### src/rtl/vfd_scan_pkg.sv
package vfd_scan_pkg;
  typedef logic [7:0] seg_t;

  localparam seg_t SEG_PT   = 8'h80;
  localparam seg_t MARK_MEM = 8'h01;
  localparam seg_t MARK_NEG = 8'h40;
  localparam seg_t MARK_OVF = 8'h08;

  function automatic seg_t bcd_to_seg(input logic [3:0] d);
    seg_t s;
    case (d)
      4'd0:    s = 8'h3F;
      4'd1:    s = 8'h06;
      4'd2:    s = 8'h5B;
      4'd3:    s = 8'h4F;
      4'd4:    s = 8'h66;
      4'd5:    s = 8'h6D;
      4'd6:    s = 8'h7D;
      4'd7:    s = 8'h07;
      4'd8:    s = 8'h7F;
      4'd9:    s = 8'h6F;
      default: s = 8'h00;
    endcase
    return s;
  endfunction
endpackage

### src/rtl/vfd_slot_timer.sv
module vfd_slot_timer #(
  parameter int SHOWN = 12,
  parameter int DWELL = 1024,
  parameter int BLANK = 8,
  localparam int SLOT_LEN = DWELL + BLANK,
  localparam int CNT_W = $clog2(SLOT_LEN),
  localparam int SLOT_W = $clog2(SHOWN + 1)
) (
  input  logic              clk,
  input  logic              rst_n,
  output logic [SLOT_W-1:0] slot,
  output logic [CNT_W-1:0]  cnt,
  output logic              slot_last,
  output logic              lit
);
  logic [SLOT_W-1:0] slot_d;
  logic [CNT_W-1:0]  cnt_d;
  logic              cnt_en;

  assign slot_last = (cnt == CNT_W'(SLOT_LEN - 1));
  assign lit       = (cnt < CNT_W'(DWELL));
  assign cnt_en    = 1'b1;

  always_comb begin
    slot_d = slot;
    cnt_d  = cnt;
    if (cnt_en) begin
      if (slot_last) begin
        cnt_d  = '0;
        slot_d = (slot == SLOT_W'(SHOWN)) ? '0 : slot + 1'b1;
      end else begin
        cnt_d = cnt + 1'b1;
      end
    end
  end

  always_ff @(posedge clk or negedge rst_n) begin
    if (!rst_n) begin
      slot <= '0;
      cnt  <= '0;
    end else begin
      slot <= slot_d;
      cnt  <= cnt_d;
    end
  end
endmodule

### src/rtl/vfd_zero_chain.sv
module vfd_zero_chain #(
  parameter int HIDDEN = 4,
  parameter int ADDR_W = 4,
  parameter int DP_W = 4
) (
  input  logic              clk,
  input  logic              rst_n,
  input  logic              is_ind,
  input  logic              first,
  input  logic              scan,
  input  logic              slot_last,
  input  logic [ADDR_W-1:0] dig_idx,
  input  logic              zero,
  input  logic [DP_W-1:0]   dp_pos,
  output logic              blank
);
  logic sup_q, sup_d, seed;

  generate
    if (HIDDEN > 0) begin : g_seed
      assign seed = zero;
    end else begin : g_noseed
      assign seed = 1'b1;
    end
  endgenerate

  assign blank = !is_ind && sup_q && zero && (32'(dig_idx) > 32'(dp_pos));

  always_comb begin
    sup_d = sup_q;
    if (is_ind && first)
      sup_d = seed;
    else if (is_ind && scan)
      sup_d = sup_q && zero;
    else if (!is_ind && slot_last)
      sup_d = blank;
  end

  always_ff @(posedge clk or negedge rst_n) begin
    if (!rst_n) sup_q <= 1'b1;
    else        sup_q <= sup_d;
  end
endmodule

### src/rtl/vfd_seg_select.sv
module vfd_seg_select
  import vfd_scan_pkg::*;
(
  input  logic [3:0] digit,
  input  logic       blank,
  input  logic       pt_here,
  input  logic       is_ind,
  input  logic       ind_mem,
  input  logic       ind_neg,
  input  logic       ind_ovf,
  output seg_t       seg
);
  always_comb begin
    if (is_ind)
      seg = (ind_mem ? MARK_MEM : '0) | (ind_neg ? MARK_NEG : '0) |
            (ind_ovf ? MARK_OVF : '0);
    else if (blank)
      seg = '0;
    else
      seg = bcd_to_seg(digit) | (pt_here ? SEG_PT : '0);
  end
endmodule

### src/rtl/vfd_scan_drv.sv
module vfd_scan_drv
  import vfd_scan_pkg::*;
#(
  parameter int NDIG = 16,
  parameter int SHOWN = 12,
  parameter int DWELL = 1024,
  parameter int BLANK = 8,
  localparam int HIDDEN = NDIG - SHOWN,
  localparam int ADDR_W = $clog2(NDIG),
  localparam int DP_W = $clog2(SHOWN),
  localparam int GRID_W = SHOWN + 1,
  localparam int CNT_W = $clog2(DWELL + BLANK),
  localparam int SLOT_W = $clog2(SHOWN + 1)
) (
  input  logic              clk,
  input  logic              rst_n,
  input  logic [3:0]        rd_data,
  input  logic [DP_W-1:0]   dp_pos,
  input  logic              ind_mem,
  input  logic              ind_neg,
  input  logic              ind_ovf,
  output logic [7:0]        seg,
  output logic [GRID_W-1:0] grid,
  output logic [ADDR_W-1:0] rd_addr
);
  logic              rst_meta, rst_sync_n;
  logic [SLOT_W-1:0] slot;
  logic [CNT_W-1:0]  cnt;
  logic              slot_last, lit, is_ind, scan, blank, pt_here;
  logic [ADDR_W-1:0] dig_idx;
  seg_t              seg_c, seg_d;
  logic [GRID_W-1:0] grid_d;

  always_ff @(posedge clk or negedge rst_n) begin
    if (!rst_n) begin
      rst_meta   <= 1'b0;
      rst_sync_n <= 1'b0;
    end else begin
      rst_meta   <= 1'b1;
      rst_sync_n <= rst_meta;
    end
  end

  vfd_slot_timer #(.SHOWN(SHOWN), .DWELL(DWELL), .BLANK(BLANK)) u_timer (
    .clk(clk), .rst_n(rst_sync_n), .slot(slot), .cnt(cnt),
    .slot_last(slot_last), .lit(lit)
  );

  assign is_ind  = (slot == '0);
  assign dig_idx = ADDR_W'(SHOWN) - ADDR_W'(slot);
  assign scan    = (32'(cnt) < HIDDEN);
  assign pt_here = (32'(dig_idx) == 32'(dp_pos));

  always_comb begin
    if (!is_ind)   rd_addr = dig_idx;
    else if (scan) rd_addr = ADDR_W'(NDIG - 1) - ADDR_W'(cnt);
    else           rd_addr = ADDR_W'(SHOWN);
  end

  vfd_zero_chain #(.HIDDEN(HIDDEN), .ADDR_W(ADDR_W), .DP_W(DP_W)) u_chain (
    .clk(clk), .rst_n(rst_sync_n), .is_ind(is_ind), .first(cnt == '0),
    .scan(scan), .slot_last(slot_last), .dig_idx(dig_idx),
    .zero(rd_data == 4'd0), .dp_pos(dp_pos), .blank(blank)
  );

  vfd_seg_select u_segsel (
    .digit(rd_data), .blank(blank), .pt_here(pt_here), .is_ind(is_ind),
    .ind_mem(ind_mem), .ind_neg(ind_neg), .ind_ovf(ind_ovf), .seg(seg_c)
  );

  always_comb begin
    grid_d = '0;
    seg_d  = '0;
    if (lit) begin
      grid_d = is_ind ? (GRID_W'(1) << SHOWN) : (GRID_W'(1) << dig_idx);
      seg_d  = seg_c;
    end
  end

  always_ff @(posedge clk or negedge rst_n) begin
    if (!rst_n) begin
      grid <= '0;
      seg  <= '0;
    end else if (!rst_sync_n) begin
      grid <= '0;
      seg  <= '0;
    end else begin
      grid <= grid_d;
      seg  <= seg_d;
    end
  end
endmodule

### config.mk
export PLATFORM = sky130hd
export DESIGN_NAME = vfd_scan_drv
export DESIGN_NICKNAME = d
export VERILOG_FILES = /design/src/rtl/vfd_scan_pkg.sv /design/src/rtl/vfd_slot_timer.sv /design/src/rtl/vfd_zero_chain.sv /design/src/rtl/vfd_seg_select.sv /design/src/rtl/vfd_scan_drv.sv
export SDC_FILE = /design/constraint.sdc
export NUM_CORES = 1
export LEC_CHECK = 0
export ABC_AREA = 1
export BUFFER_PORTS_ARGS = -buffer_cell sky130_fd_sc_hd__buf_4
export CAP_MARGIN = 20
export CORE_UTILIZATION = 40
export CTS_BUF_LIST = sky130_fd_sc_hd__clkbuf_8
export DETAILED_ROUTE_END_ITERATION = 10
export GPL_ROUTABILITY_DRIVEN = 0
export GPL_TIMING_DRIVEN = 0
export PLACE_DENSITY_LB_ADDON = 0.12
export SYNTH_ARGS = -nofsm -noshare
export SYNTH_HDL_FRONTEND = slang
export SYNTH_SLANG_ARGS = --single-unit
### constraint.sdc
create_clock -name clk -period 2 [get_ports clk]
set_input_delay 0.6 -clock clk [delete_from_list [all_inputs] [get_ports clk]]
set_output_delay 0.6 -clock clk [all_outputs]
set_load 0.02 [all_outputs]
==> flow_metrics.py <==
metrics = {
    "outcome": {
        "status": "finished, violations left",
        "violations": "negative setup slack",
    },
    "layout": {
        "syn_to_final_growth_pct": 41.3,
        "ff_latch_area_um2": 981,
        "drive_gt1_share_pct": 39.1,
        "diodes": 0,
        "nFillCells": 403,
        "multi_input_area_mm2": 0.00117,
        "fin_nets": 330,
    },
    "worst_setup_path": {
        "rrSetupSlack_ns": -0.03,
        "cpPeakStageDelay_ns": 0.43,
        "arrival_ns": 1.53,
        "worst-setup-path-type": "reg2out",
        "crit_path_start_kind": "flop",
        "crit_fanout": 3,
        "critical_path.cell_chain": "inv_4, ha_4, nand2_8, nor2_4, nand2_4, o21ai_4, buf_6",
        "cp_slowest_cell": "dfrtp_1",
        "required_ns": 1.40,
        "end_kind": "output port",
    },
    "sta": {
        "drv_slew": 0,
        "grt_setup_unrepaired": "yes",
        "tns_ns": -0.470,
        "finalHoldViolCount": 0,
        "fin_crit_sh_pct": 107,
        "fmax_mhz": 469,
        "finalCriticalPeriod_ns": 2.13,
        "worst_slack_ns": -0.132,
        "finalSetupViolations": 9,
        "skew_ns": 0.00874,
    },
    "global_routing": {
        "grt.overflow.total": 0,
        "antenna_found_initial": 0,
        "track_usage_pct": 16.8,
        "grt_max_degree": 24,
        "grt_pass1_wl_mm": 7.02,
        "grt_pass1_vias": 1583,
    },
    "clock_tree": {
        "ctsHoldBuffers": 0,
        "clock-sinks": 39,
        "clk_path_buf_depth": 2,
        "clk_latency_ns": 0.29,
        "h-tree-depth": 2,
        "cts_tree": "yes",
        "cts_buffers": 5,
        "root_buffer": "clkbuf_8",
        "clk_pin_slew_worst_paths_ns": 0.09,
    },
    "floorplanning": {
        "start_util_pct": 42.8,
        "dieWidth_um": 74.1,
        "ios": 38,
        "coreArea_mm2": 0.00485,
        "row_count": 25,
        "die_height_um": 74.1,
        "die_area_mm2": 0.00548,
    },
    "yosys": {
        "synth_nets": 269,
        "ys_top_cells_by_count": "nand2_1, dfrtp_1, nor2_1",
        "synth_top_area_share_pct": 45.8,
        "netlist_area_mm2": 0.00208,
        "synth_edf_count": 0,
        "synth_top_flop_cell": "dfrtp_1",
        "netlist_top_cells_area": "dfrtp_1, ha_1, nand2_1",
        "async_flop_share_pct": 100,
        "yosysTopAreaCell": "dfrtp_1",
        "yosysWarnings": 0,
        "synth_cell_types": 30,
        "seq_area_frac_synth_pct": 47.0,
        "synth_seq_cells": 39,
        "synth.most_common_cell": "nand2_1",
        "syn_inst": 240,
        "avgSynthCellArea_um2": 8.65,
    },
    "drt": {
        "via_per_inst": 4.53,
        "drc": 0,
        "drt_iter0_drc": 50,
        "post_drt_wl_per_cell_um": 11.4,
        "drt_first_pass_iters": 4,
        "totalWireLength_mm": 4.21,
        "num_vias": 1671,
        "ant_nets": 0,
    },
    "placed_design": {
        "hpwl_mm": 2.87,
        "io_buffers": 37,
        "dp_slack_ns": -0.190,
    },
    "power": {
        "peakVddDrop_mv": 0.275,
        "power_mw": 1.44,
        "power.density_mw_per_mm2": 490,
        "p_leak_nw": 1.45,
    },
    "hold_path": {
        "hp-class": "in2async",
    },
    "flow_run": {
        "cap_violations": 0,
    },
}
[registers in the layout, indices dropped and copies added (netlist names)]
register / cells
grid: 13
seg: 8
u_timer.slot: 4
u_chain.sup_q: 1
rst_sync_n: 1
rst_meta: 1
u_timer.cnt: 11
[final timing paths]
kind | cells after the start | end | from
worst max-delay path | 7 | rd_addr[1] | u_timer.slot[0]
worst min-delay path | 1 | grid[0] | rst_n
worst max register to register | 14 | seg[1] | u_timer.slot[0]
worst min register to register | 0 | u_timer.slot[0] | rst_sync_n
max in group asynchronous | 0 | u_chain.sup_q | rst_sync_n
min in group clk | 0 | rst_sync_n | rst_meta
[routing by layer]
layer	track usage, %	vias up	part of all wire, %
met1	22.6	759	47
met3	4.07	4	4.1
met4	4.91	0	1.0
met5	0	-	0
li1	-	875	-
met2	26.9	33	48
[power by group]
| part | total, mW | leakage, nW | internal, mW | switching, mW |
|---|---|---|---|---|
| Clock | 0.533 | 0.0402 | 0.243 | 0.290 |
| Sequential | 0.802 | 0.517 | 0.794 | 0.00773 |
| Combinational | 0.104 | 0.897 | 0.0433 | 0.0609 |
| Total | 1.44 | 1.45 | 1.08 | 0.359 |
[per-stage QoR]
| step | area (um2) | cells | utilization [%] | hold WS (ns) |
|---|---|---|---|---|
| 6_report | 2930 | 369 | 60.5 | 0.179 |
| 5_1_grt | 2930 | 369 | 60.5 | 0.189 |
| 4_1_cts | 2770 | 364 | 57.2 | 0.177 |
| 3_5_place_dp | 2460 | 344 | 50.7 | 0.309 |
| 3_3_place_gp | 2460 | 344 | 50.7 | 0.319 |
| 2_1_floorplan | 2100 | 240 | - | 0.208 |
[final cells by class]
cell class                      instances  share of cell area (%)
Multi-Input combinational cell        164                    39.7
Buffer                                  2                   0.768
Inverter                               35                    4.90
Timing Repair Buffer                   54                    15.3
Clock inverter                          3                   0.682
Tap cell                               67                    2.86
Clock buffer                            5                    2.35
Sequential cell                        39                    33.4
[cells in the final DEF, fill, tap and decap left out, drive strengths merged]
master	count
nor2	39
o21ai	7
conb	1
nor3	7
clkinvlp	2
nand3	21
or2	1
xor2	6
clkbuf	5
clkinv	1
dfrtp	38
nor3b	2
nor4	1
nand4	2
dfstp	1
inv	35
ha	16
a21oi	9
xnor2	3
nand2	46
o22ai	2
buf	56
o21a	1
[cells by family (layout without fill, tap and decap cells)]
logic type,after synthesis,count (layout),share of synthesized area (%)
AND/OR/NAND/NOR,119,119,26.1
XOR/XNOR,9,9,4.16
other,1,1,0.181
AO/OA/AOI/OAI,19,19,5.36
flip-flops,39,39,47.0
buffers and inverters,37,99,7.53
adder cells (fa/ha/maj),16,16,9.64
[worst max-delay path, delay by kind of cell, from the launching register on]
family | cells | cell delay [ns]
buffers and inverters | 2 | 0.21
flip-flops | 1 | 0.43
AND/OR/NAND/NOR | 3 | 0.29
adder cells (fa/ha/maj) | 1 | 0.17
AO/OA/AOI/OAI | 1 | 0.14
[timing repair]
item                       4_1_cts  5_1_grt
pin swaps                        9        9
setup buffers                   12        5
gates resized for setup         28       28
setup endpoints to repair       11       25
No activity file was read; power rests on OpenSTA's default activity.
